### src/rtl/lcdx_pkg.sv
package lcdx_pkg;
   localparam int LINE_PULSE_TS   = 9;
   localparam int SHIFT_LEAD_TS   = 12;
   localparam int FRAME_HOLD_TS   = 14;
   localparam int MIN_BLANK_UNITS = 2;
   localparam int UNIT_PX         = 8;
   localparam int NIB_PX          = 4;

   // Length in Ts of a field given in 8-pixel units minus one, with a floor.
   function automatic int unsigned span_ts(input int unsigned field, input int unsigned floor_v);
      int unsigned f;
      f = (field < floor_v) ? floor_v : field;
      return (f + 1) * UNIT_PX;
   endfunction
endpackage

### src/rtl/lcdx_pixdiv.sv
module lcdx_pixdiv #(
   parameter bit DIV_EN = 1'b1,
   parameter int DIV_W  = 2
) (
   input  logic             clk,
   input  logic             rst_n,
   input  logic [DIV_W-1:0] div_i,
   output logic             tick_o
);
   generate
      if (DIV_EN) begin : g_div
         logic [DIV_W-1:0] cnt;
         assign tick_o = (cnt >= div_i);
         always_ff @(posedge clk or negedge rst_n) begin
            if (!rst_n)      cnt <= '0;
            else if (tick_o) cnt <= '0;
            else             cnt <= cnt + 1'b1;
         end
         // a divided step never repeats on the following cycle
         p_tick_gap_r1: assert property (@(posedge clk) disable iff (!rst_n)
            (tick_o && div_i != '0) |=> (!tick_o || div_i == '0));
      end else begin : g_bypass
         logic unused_div;
         assign unused_div = ^div_i;
         assign tick_o = 1'b1;
      end
   endgenerate
endmodule

### src/rtl/lcdx_htiming.sv
module lcdx_htiming import lcdx_pkg::*; #(
   parameter int H_W = 11
) (
   input  logic           clk,
   input  logic           rst_n,
   input  logic           tick_i,
   input  logic           run_i,
   input  logic [H_W-1:0] d_len_i,
   input  logic [H_W-1:0] b_len_i,
   output logic [H_W-1:0] h_o,
   output logic           h_last_o,
   output logic           line_o,
   output logic           shift_o,
   output logic           load_o,
   output logic           clr_o
);
   localparam logic [H_W-1:0] LP  = H_W'(LINE_PULSE_TS);
   localparam logic [H_W-1:0] SL  = H_W'(SHIFT_LEAD_TS);
   localparam logic [H_W-1:0] SL1 = H_W'(SHIFT_LEAD_TS - 1);

   logic [H_W-1:0] h, p_len, hs, hl;

   assign p_len    = d_len_i + b_len_i;
   assign h_last_o = (h == p_len - 1'b1);
   assign h_o      = h;
   assign hs       = h - SL;
   assign hl       = h - SL1;

   always_ff @(posedge clk or negedge rst_n) begin
      if (!rst_n)               h <= '0;
      else if (tick_i && run_i) h <= h_last_o ? '0 : h + 1'b1;
   end

   assign line_o  = run_i && (h >= p_len - LP);
   assign shift_o = run_i && (h >= SL) && (h < SL + d_len_i) && !hs[1];
   assign load_o  = tick_i && run_i && (h >= SL1) && (h < SL1 + d_len_i) && (hl[1:0] == 2'b00);
   assign clr_o   = tick_i && run_i && (h == SL1 + d_len_i);

   // shift clock never overlaps the line pulse
   p_shift_clear_r3: assert property (@(posedge clk) disable iff (!rst_n)
      shift_o |-> !line_o);
   // line pulse lasts beyond a single clock
   p_pulse_hold_r2: assert property (@(posedge clk) disable iff (!rst_n)
      $rose(line_o) |=> line_o);
endmodule

### src/rtl/lcdx_vtiming.sv
module lcdx_vtiming import lcdx_pkg::*; #(
   parameter int H_W = 11,
   parameter int V_W = 10
) (
   input  logic           clk,
   input  logic           rst_n,
   input  logic           tick_i,
   input  logic           run_i,
   input  logic           h_last_i,
   input  logic [H_W-1:0] h_i,
   input  logic [V_W-1:0] v_max_i,
   output logic [V_W-1:0] vline_o,
   output logic           frame_end_o,
   output logic           frame_o,
   output logic           mod_o
);
   localparam logic [H_W-1:0] FH = H_W'(FRAME_HOLD_TS);

   logic [V_W-1:0] v;
   logic           v_last;

   assign v_last      = (v == v_max_i);
   assign frame_end_o = h_last_i && v_last;
   assign vline_o     = v;
   assign frame_o     = run_i && ((v_last && h_i >= FH) || (v == '0 && h_i < FH));

   always_ff @(posedge clk or negedge rst_n) begin
      if (!rst_n) begin
         v     <= '0;
         mod_o <= 1'b0;
      end else if (tick_i && run_i) begin
         if (h_last_i) v <= v_last ? '0 : v + 1'b1;
         if (v_last && h_i == '0) mod_o <= ~mod_o;
      end
   end

   // polarity changes only during the last line of a frame
   p_mod_last_line_r8: assert property (@(posedge clk) disable iff (!rst_n)
      $changed(mod_o) |-> v_last);
   // line index stays within the captured frame height
   p_line_bound_r7: assert property (@(posedge clk) disable iff (!rst_n)
      v <= v_max_i);
endmodule

### src/rtl/lcd_dualscan_tgen.sv
module lcd_dualscan_tgen import lcdx_pkg::*; #(
   parameter bit DIV_EN = 1'b1,
   parameter int DIV_W  = 2,
   parameter int HD_W   = 7,
   parameter int HB_W   = 5,
   parameter int V_W    = 10
) (
   input  logic             clk,
   input  logic             rst_n,
   input  logic [DIV_W-1:0] div_sel_i,
   input  logic [HD_W-1:0]  hdisp_i,
   input  logic [HB_W-1:0]  hblank_i,
   input  logic [V_W-1:0]   vlines_i,
   input  logic             fetch_valid_i,
   input  logic [7:0]       fetch_data_i,
   output logic             fetch_ready_o,
   output logic             frame_o,
   output logic             line_o,
   output logic             shift_o,
   output logic             mod_o,
   output logic [3:0]       upper_o,
   output logic [3:0]       lower_o
);
   localparam int P_MAX = ((1 << HD_W) + (1 << HB_W)) * UNIT_PX;
   localparam int H_W   = $clog2(P_MAX) + 1;

   initial begin : elab_chk
      if (DIV_W < 1 || HD_W < 1 || V_W < 1) $fatal(1, "width parameters must be positive");
      if (HB_W < 2) $fatal(1, "blanking field must hold the minimum blanking value");
   end

   logic             tick, run, cfg_load, h_last, load, clr, frame_end;
   logic [H_W-1:0]   d_q, b_q, h;
   logic [V_W-1:0]   v_q, vline;
   logic [DIV_W-1:0] div_q;

   assign cfg_load = tick && (!run || frame_end);

   always_ff @(posedge clk or negedge rst_n) begin
      if (!rst_n) begin
         run   <= 1'b0;
         d_q   <= H_W'(span_ts(0, 0));
         b_q   <= H_W'(span_ts(0, MIN_BLANK_UNITS));
         v_q   <= '0;
         div_q <= '0;
      end else if (cfg_load) begin
         run   <= 1'b1;
         d_q   <= H_W'(span_ts(32'(hdisp_i), 0));
         b_q   <= H_W'(span_ts(32'(hblank_i), MIN_BLANK_UNITS));
         v_q   <= vlines_i;
         div_q <= div_sel_i;
      end
   end

   lcdx_pixdiv #(.DIV_EN(DIV_EN), .DIV_W(DIV_W)) u_div (
      .clk(clk), .rst_n(rst_n), .div_i(div_q), .tick_o(tick));

   lcdx_htiming #(.H_W(H_W)) u_h (
      .clk(clk), .rst_n(rst_n), .tick_i(tick), .run_i(run),
      .d_len_i(d_q), .b_len_i(b_q), .h_o(h), .h_last_o(h_last),
      .line_o(line_o), .shift_o(shift_o), .load_o(load), .clr_o(clr));

   lcdx_vtiming #(.H_W(H_W), .V_W(V_W)) u_v (
      .clk(clk), .rst_n(rst_n), .tick_i(tick), .run_i(run),
      .h_last_i(h_last), .h_i(h), .v_max_i(v_q), .vline_o(vline),
      .frame_end_o(frame_end), .frame_o(frame_o), .mod_o(mod_o));

   always_ff @(posedge clk or negedge rst_n) begin
      if (!rst_n) begin
         upper_o <= '0;
         lower_o <= '0;
      end else if (load) begin
         upper_o <= fetch_valid_i ? fetch_data_i[7:4] : 4'h0;
         lower_o <= fetch_valid_i ? fetch_data_i[3:0] : 4'h0;
      end else if (clr) begin
         upper_o <= '0;
         lower_o <= '0;
      end
   end

   assign fetch_ready_o = load;

   // a taken byte is followed by a shift rising edge
   p_ready_shift_r4: assert property (@(posedge clk) disable iff (!rst_n)
      fetch_ready_o |=> $rose(shift_o));
   // captured widths change only as line 0 begins
   p_cfg_frame_only_r9: assert property (@(posedge clk) disable iff (!rst_n)
      ($changed(d_q) && run && $past(run)) |-> (h == '0 && vline == '0));
   // frame pulse edges fall outside the line pulse
   p_frame_quiet_r6: assert property (@(posedge clk) disable iff (!rst_n)
      $changed(frame_o) |-> !line_o);
   // nothing toggles before the first step
   p_idle_quiet_r11: assert property (@(posedge clk) disable iff (!rst_n)
      !run |-> !(line_o || shift_o || frame_o || fetch_ready_o));
endmodule

### config.mk
export PLATFORM = sky130hd
export DESIGN_NAME = lcd_dualscan_tgen
export DESIGN_NICKNAME = d
export VERILOG_FILES = /design/src/rtl/lcdx_pkg.sv /design/src/rtl/lcdx_pixdiv.sv /design/src/rtl/lcdx_htiming.sv /design/src/rtl/lcdx_vtiming.sv /design/src/rtl/lcd_dualscan_tgen.sv
export SDC_FILE = /design/constraint.sdc
export NUM_CORES = 1
export LEC_CHECK = 0
export ABC_AREA = 1
export BUFFER_PORTS_ARGS = -buffer_cell sky130_fd_sc_hd__buf_2
export CORE_MARGIN = 2
export CORE_UTILIZATION = 53
export CTS_CLUSTER_DIAMETER = 30
export DETAILED_ROUTE_END_ITERATION = 6
export PLACE_DENSITY = 0.73
export SETUP_SLACK_MARGIN = 0.4
export SLEW_MARGIN = 20
export SYNTH_ARGS = -nofsm -noshare
export SYNTH_HDL_FRONTEND = slang
export SYNTH_SLANG_ARGS = --single-unit
### constraint.sdc
create_clock -name clk -period 4.8 [get_ports clk]
set_clock_uncertainty 0.15 [all_clocks]
set_input_delay 0.48 -clock clk [delete_from_list [all_inputs] [get_ports clk]]
set_output_delay 0.48 -clock clk [all_outputs]
set_load 0.02 [all_outputs]
==> impl_metrics.py, run 1 <==
metrics = {
    "logic_synthesis": {
        "syn_nets": 726,
        "synth_top_area_share_pct": 30.2,
        "synth_edf_count": 0,
        "yosys.area.top_type": "dfrtp_1",
        "async_flop_share_pct": 100,
        "yosys_most_used_dff": "dfrtp_1",
        "synth_cell_types": 38,
        "syn_inst": 654,
        "syn-cell-area_um2": 4730,
        "avgSynthCellArea_um2": 7.23,
        "yosysWarnings": 0,
        "synth.area.top_cells": "dfrtp_1, nand2_1, nand3_1",
        "synth-seq-area-share_pct": 31.8,
        "yosys_register_bits": 60,
    },
    "sta": {
        "min_period_ps": 4120,
        "fin_ws_ps": 676,
        "rsz0062_at_grt": "no",
        "fmax_mhz": 242,
        "finalCritPeriodShare_pct": 85.9,
        "tightest_slew_ps": 768,
        "maxSlewViolCount": 0,
        "finalSetupViolCount": 0,
        "hold_violations": 0,
        "worst_hold_slack_ps": 126,
        "tns_ps": 0,
        "max-slew-margin-rel_pct": 48.8,
    },
    "clocking": {
        "tritoncts": "yes",
        "h-tree-depth": 3,
        "worst_skew_pair.late_latency_ps": 360,
        "clkSinkCount": 60,
        "cts.reportedPaths.clkPinSlew_ps": 70,
        "postCtsHoldBufs": 0,
        "cts_root_buf": "clkbuf_8",
        "cts_max_path_buffers": 2,
        "cts_buffers": 9,
    },
    "layout": {
        "layoutNonFillerInstCount": 813,
        "final_cell_mix": "nand2_1, nand3_1, inv_1, dfrtp_1, buf_2",
        "utilization_pct": 61.1,
        "area_growth_pct": 12.2,
        "layout_commonest_cell": "nand2_1",
        "stdcell_area_um2": 5310,
        "antennaDiodeCount": 0,
        "fin_nets": 772,
        "final_layout_size_suffix_gt1_share_pct": 17.9,
    },
    "drt": {
        "post_drt_wl_per_cell_um": 13.7,
        "viasPerCell": 5.32,
        "antenna_left": 0,
        "drtIter0Drc": 246,
        "route.vias.total": 4325,
        "routed_wl_um": 11100,
        "drc_errors": 0,
        "firstDrtPassIters": 5,
    },
    "floorplan": {
        "start_util_pct": 54.5,
        "pin_count": 48,
        "dieHeight_um": 98.5,
        "row_count": 34,
        "core_um2": 8680,
        "die_x_um": 98.5,
        "die_area_um2": 9700,
    },
    "min_path": {
        "hold_path.class": "in -> async",
    },
    "place": {
        "io_buffers": 47,
        "dp_hpwl_um": 8340,
        "gp_congestion": 0.898,
        "pre_cts_slack_ps": 673,
        "placed_cell_area_um2": 5020,
        "dp_cells": 795,
    },
    "critical_path": {
        "r2r_cells": 19,
        "crit_type": "reg -> out",
        "cp-end-kind": "output pin",
        "arrival_ps": 3490,
        "critPathLaunchType": "flop",
        "critPathMaxFanout": 5,
        "worstPathRequired_ps": 4170,
    },
    "power": {
        "power_mw": 1.98,
        "leakagePower_nw": 2.78,
        "vdd.ir_drop.worst_v": 0.000152,
        "power_density_nw_per_um2": 374,
    },
    "global_routing": {
        "grt_pass1_vias": 4171,
        "overflow": 0,
        "grt_antenna_before_repair": 0,
        "grt_pass1_wl_um": 18900,
        "grt_max_degree": 61,
        "track_usage_pct": 23.9,
    },
    "run": {
        "cap_violations": 0,
    },
    "run_status": {
        "outcome": "finished, final reports clean",
    },
}
## cells by family (layout without fill, tap and decap cells)
| group | count (synthesis) | after routing | synth area share (%) |
|---|---|---|---|
| buf+inv | 100 | 151 | 8.65 |
| simple gates | 374 | 374 | 36.6 |
| xor+xnor | 39 | 39 | 7.22 |
| flops | 60 | 60 | 31.8 |
| compound gates | 44 | 44 | 5.77 |
| fa+ha+maj | 37 | 37 | 9.95 |
## report_power, final
part / leakage [nW] / internal (mW) / switching, mW / total [mW]
registers: 0.746 / 0.588 / 0.0903 / 0.678
logic: 1.93 / 0.278 / 0.505 / 0.784
clock network: 0.110 / 0.295 / 0.227 / 0.522
## synth_stat cells, types with 10 or more instances
cell / number
nor2_1: 32
or2_2: 13
dfrtp_1: 57
ha_1: 36
xor2_1: 31
o21ai_0: 17
a21oi_1: 12
nand2_1: 183
o21ai_2: 10
nor3_1: 14
inv_1: 77
nand3_1: 92
## routing by layer
metal	global-route usage [%]	up-vias	share of wire, %
met1	32.5	1992	47
met4	7.69	0	1.8
li1	-	2202	-
met5	0	-	0
met3	4.54	21	5.0
met2	38.6	110	46
## path summary, 6_finish.rpt
check | from | end | slack (ps)
max | d_q[3]$_DFFE_PN1P_ | line_o | 680
min | rst_n | u_h.h_o[9]$_DFFE_PN0P_ | 130
max reg2reg | d_q[3]$_DFFE_PN1P_ | v_q[7]$_DFFE_PN0P_ | 1050
min reg2reg | u_v.mod_o$_DFFE_PN0P_ | u_v.mod_o$_DFFE_PN0P_ | 320
max in group asynchronous | rst_n | run$_DFFE_PN0P_ | 3860
min in group clk | vlines_i[3] | v_q[3]$_DFFE_PN0P_ | 200
## flip-flops by register name (all words and copies together), names as in the netlist
signal / flops
u_h.h_o: 12
div_q: 2
u_div.g_div.cnt: 2
run: 1
v_q: 10
d_q: 8
u_v.vline_o: 10
b_q: 6
lower_o: 4
upper_o: 4
u_v.mod_o: 1
## critical path, cell delays in order (launching register included)
cell and delay [ps]:
dfstp_2 600, ha_4 160, inv_1 50, fa_2 340, inv_2 70, nand2_1 80
nand2_2 100, nand3_2 100, nand2_4 100, nand3_2 120, inv_2 80, nand3_2 90
nor3_2 200, xnor2_1 90, ha_1 290, nand2_1 90, nor4_2 130, o21ai_1 110
o2111ai_1 80, nand2_1 70, inv_1 50, buf_2 150
## repair_timing
action,4_1_cts,5_1_grt
resized for setup,3,9
pin swaps,0,3
setup endpoints to repair,1,1
buffers inserted,0,2
## final cells by class
type / instances / area [µm²]
Fill cell: 800 / 3370
Multi-Input combinational cell: 494 / 2860
Sequential cell: 60 / 1510
Inverter: 83 / 312
Timing Repair Buffer: 52 / 273
Tap cell: 108 / 135
Clock buffer: 9 / 124
Clock inverter: 7 / 98.8
(Power assumes the default switching activity.)
==> inputs of run 2 (changes only) <==
Settings changed: CORE_ASPECT_RATIO from default to 0.8, MAX_ROUTING_LAYER from default to met4, SLEW_MARGIN 20 to default.
==> run 2 against run 1 <==
  * Via count down 1.4%
  * Highest routed layer unchanged
  * Largest cell class unchanged
  * Worst hold slack worse by 2.6 ps
  * Maximum frequency down 2.7%
  * Utilization grew 0.81 points
  * Total power down 0.51%
==> impl_metrics.py, run 2 (synthesized netlist as in run 1, its figures left out) <==
metrics = {
    "floorplan": {
        "dieHeight_um": 88.5,
        "core_um2": 8560,
        "die_x_um": 110,
        "pin_count": 48,
        "die_area_um2": 9700,
        "row_count": 30,
        "start_util_pct": 55.3,
    },
    "clocking": {
        "postCtsHoldBufs": 0,
        "clkSinkCount": 60,
        "tritoncts": "yes",
        "h-tree-depth": 3,
        "worst_skew_pair.late_latency_ps": 350,
        "cts_buffers": 9,
        "cts_max_path_buffers": 2,
        "cts.reportedPaths.clkPinSlew_ps": 70,
        "cts_root_buf": "clkbuf_8",
    },
    "drt": {
        "antenna_left": 0,
        "viasPerCell": 5.23,
        "drtIter0Drc": 292,
        "firstDrtPassIters": 5,
        "post_drt_wl_per_cell_um": 13.5,
        "drc_errors": 0,
        "routed_wl_um": 11000,
        "route.vias.total": 4265,
    },
    "critical_path": {
        "arrival_ps": 3610,
        "r2r_setup_slack_ps": 1110,
        "crit_type": "reg -> out",
        "timing.rr.end": "d_q[8]$_DFFE_PN0P_",
        "cp-end-kind": "output pin",
        "critPathLaunchType": "flop",
        "r2r_cells": 19,
        "worstPathRequired_ps": 4170,
        "reg2reg_from": "b_q[3]$_DFFE_PN1P_",
        "critPathMaxFanout": 4,
    },
    "power": {
        "swShare_pct": 41.5,
        "leakagePower_nw": 2.78,
        "p_comb_share_pct": 39.5,
        "p_sw_mw": 0.819,
        "vdd.ir_drop.worst_v": 0.000210,
        "intPower_mw": 1.15,
        "pwr-share-clk_pct": 25.9,
        "power_frac_seq_pct": 34.6,
        "power_density_nw_per_um2": 372,
    },
    "place": {
        "io_buffers": 47,
        "dp_hpwl_um": 8380,
        "dp_cells": 799,
        "placed_cell_area_um2": 5030,
        "gp_congestion": 0.953,
    },
    "layout": {
        "final_cell_mix": "nand2_1, nand3_1, inv_1, dfrtp_1, buf_2",
        "fillers": 810,
        "layoutNonFillerInstCount": 816,
        "area_growth_pct": 12.1,
        "antennaDiodeCount": 0,
        "stdcell_area_um2": 5300,
        "layout_commonest_cell": "nand2_1",
        "multi_input_area_um2": 2860,
        "final_layout_size_suffix_gt1_share_pct": 17.8,
        "seqCellArea_um2": 1510,
        "largest_reg_flops": 12,
        "fin_nets": 771,
    },
    "sta": {
        "max-slew-margin-rel_pct": 49.0,
        "fmax_mhz": 236,
        "tns_ps": 0,
        "finalSetupViolCount": 0,
        "maxSlewViolCount": 0,
        "rsz0062_at_grt": "no",
        "hold_violations": 0,
        "tightest_slew_ps": 765,
        "finalCritPeriodShare_pct": 88.3,
        "min_period_ps": 4240,
    },
    "global_routing": {
        "grt_antenna_before_repair": 0,
        "grt_pass1_vias": 3857,
        "grt_max_degree": 61,
        "track_usage_pct": 25.2,
        "grt_pass1_wl_um": 18400,
        "overflow": 0,
    },
    "min_path": {
        "hold_path.class": "in -> async",
    },
    "run_status": {
        "outcome": "finished, final reports clean",
    },
    "run": {
        "cap_violations": 0,
    },
}
==> run 2: worst max-delay path, stage by stage (launching register included) <==
cell and delay [ps]:
dfstp_2 540, ha_2 180, inv_1 50, fa_2 350
inv_2 70, nand2_1 80, nand2_2 90, nand3_2 90
nand2_4 110, nand3_2 110, inv_1 100, nand3_2 90
nor3_2 210, xnor2_1 90, ha_1 290, nand2_1 100
nor4_2 250, o21ai_1 110, o2111ai_1 90, nand2_1 70
inv_1 60, buf_4 130
==> run 2: how the worst max path moves through the flow <==
stage | startpoint | end | slack, ps | depth (start not counted)
after global routing | b_q[3]$_DFFE_PN1P_ | line_o | 340 | 21
after global placement | d_q[3]$_DFFE_PN1P_ | line_o | 810 | 21
final | b_q[3]$_DFFE_PN1P_ | line_o | 560 | 21
after detailed placement | d_q[3]$_DFFE_PN1P_ | line_o | 690 | 21
after floorplan | d_q[3]$_DFFE_PN1P_ | line_o | 1060 | 20
after CTS | b_q[3]$_DFFE_PN1P_ | line_o | 460 | 21
==> run 2: cell type report <==
class	count	area share, %
Clock inverter	7	1.86
Timing Repair Buffer	51	5.05
Sequential cell	60	28.4
Tap cell	112	2.64
Inverter	83	5.88
Clock buffer	9	2.34
Multi-Input combinational cell	494	53.8
==> run 2: per-stage QoR <==
stage	utilization [%]	setup slack, ps	hold slack (ps)	power (mW)
after CTS	61.6	458	152	1.97
after global placement	58.8	810	310	1.43
final	62.0	564	124	1.97
after floorplan	-	1060	34.4	1.22
after global routing	62.0	337	192	2.14
after detailed placement	58.8	693	316	1.45
==> run 2: per-layer routing <==
layer  part of all wire, %  vias to the layer above  track usage [%]
li1                      -                     2203                -
met1                    50                     1902             35.6
met2                    42                      144             36.3
met3                   6.5                       16             5.82
met4                   1.8                        0             7.13
met5                     0                        -                -
==> run 2: power by group through the flow <==
stage / Combinational [mW] / Clock (mW) / Sequential (mW)
finish: 0.779 / 0.512 / 0.683
CTS: 0.768 / 0.523 / 0.679
floorplan: 0.526 / 0 / 0.697
global route: 0.894 / 0.550 / 0.695
detailed placement: 0.757 / 0 / 0.689
global placement: 0.742 / 0 / 0.685
==> run 2: what timing repair did <==
item,in CTS,in global routing
gates resized for setup,2,10
pin swaps,0,2
setup endpoints to repair,1,2
buffers inserted,1,0
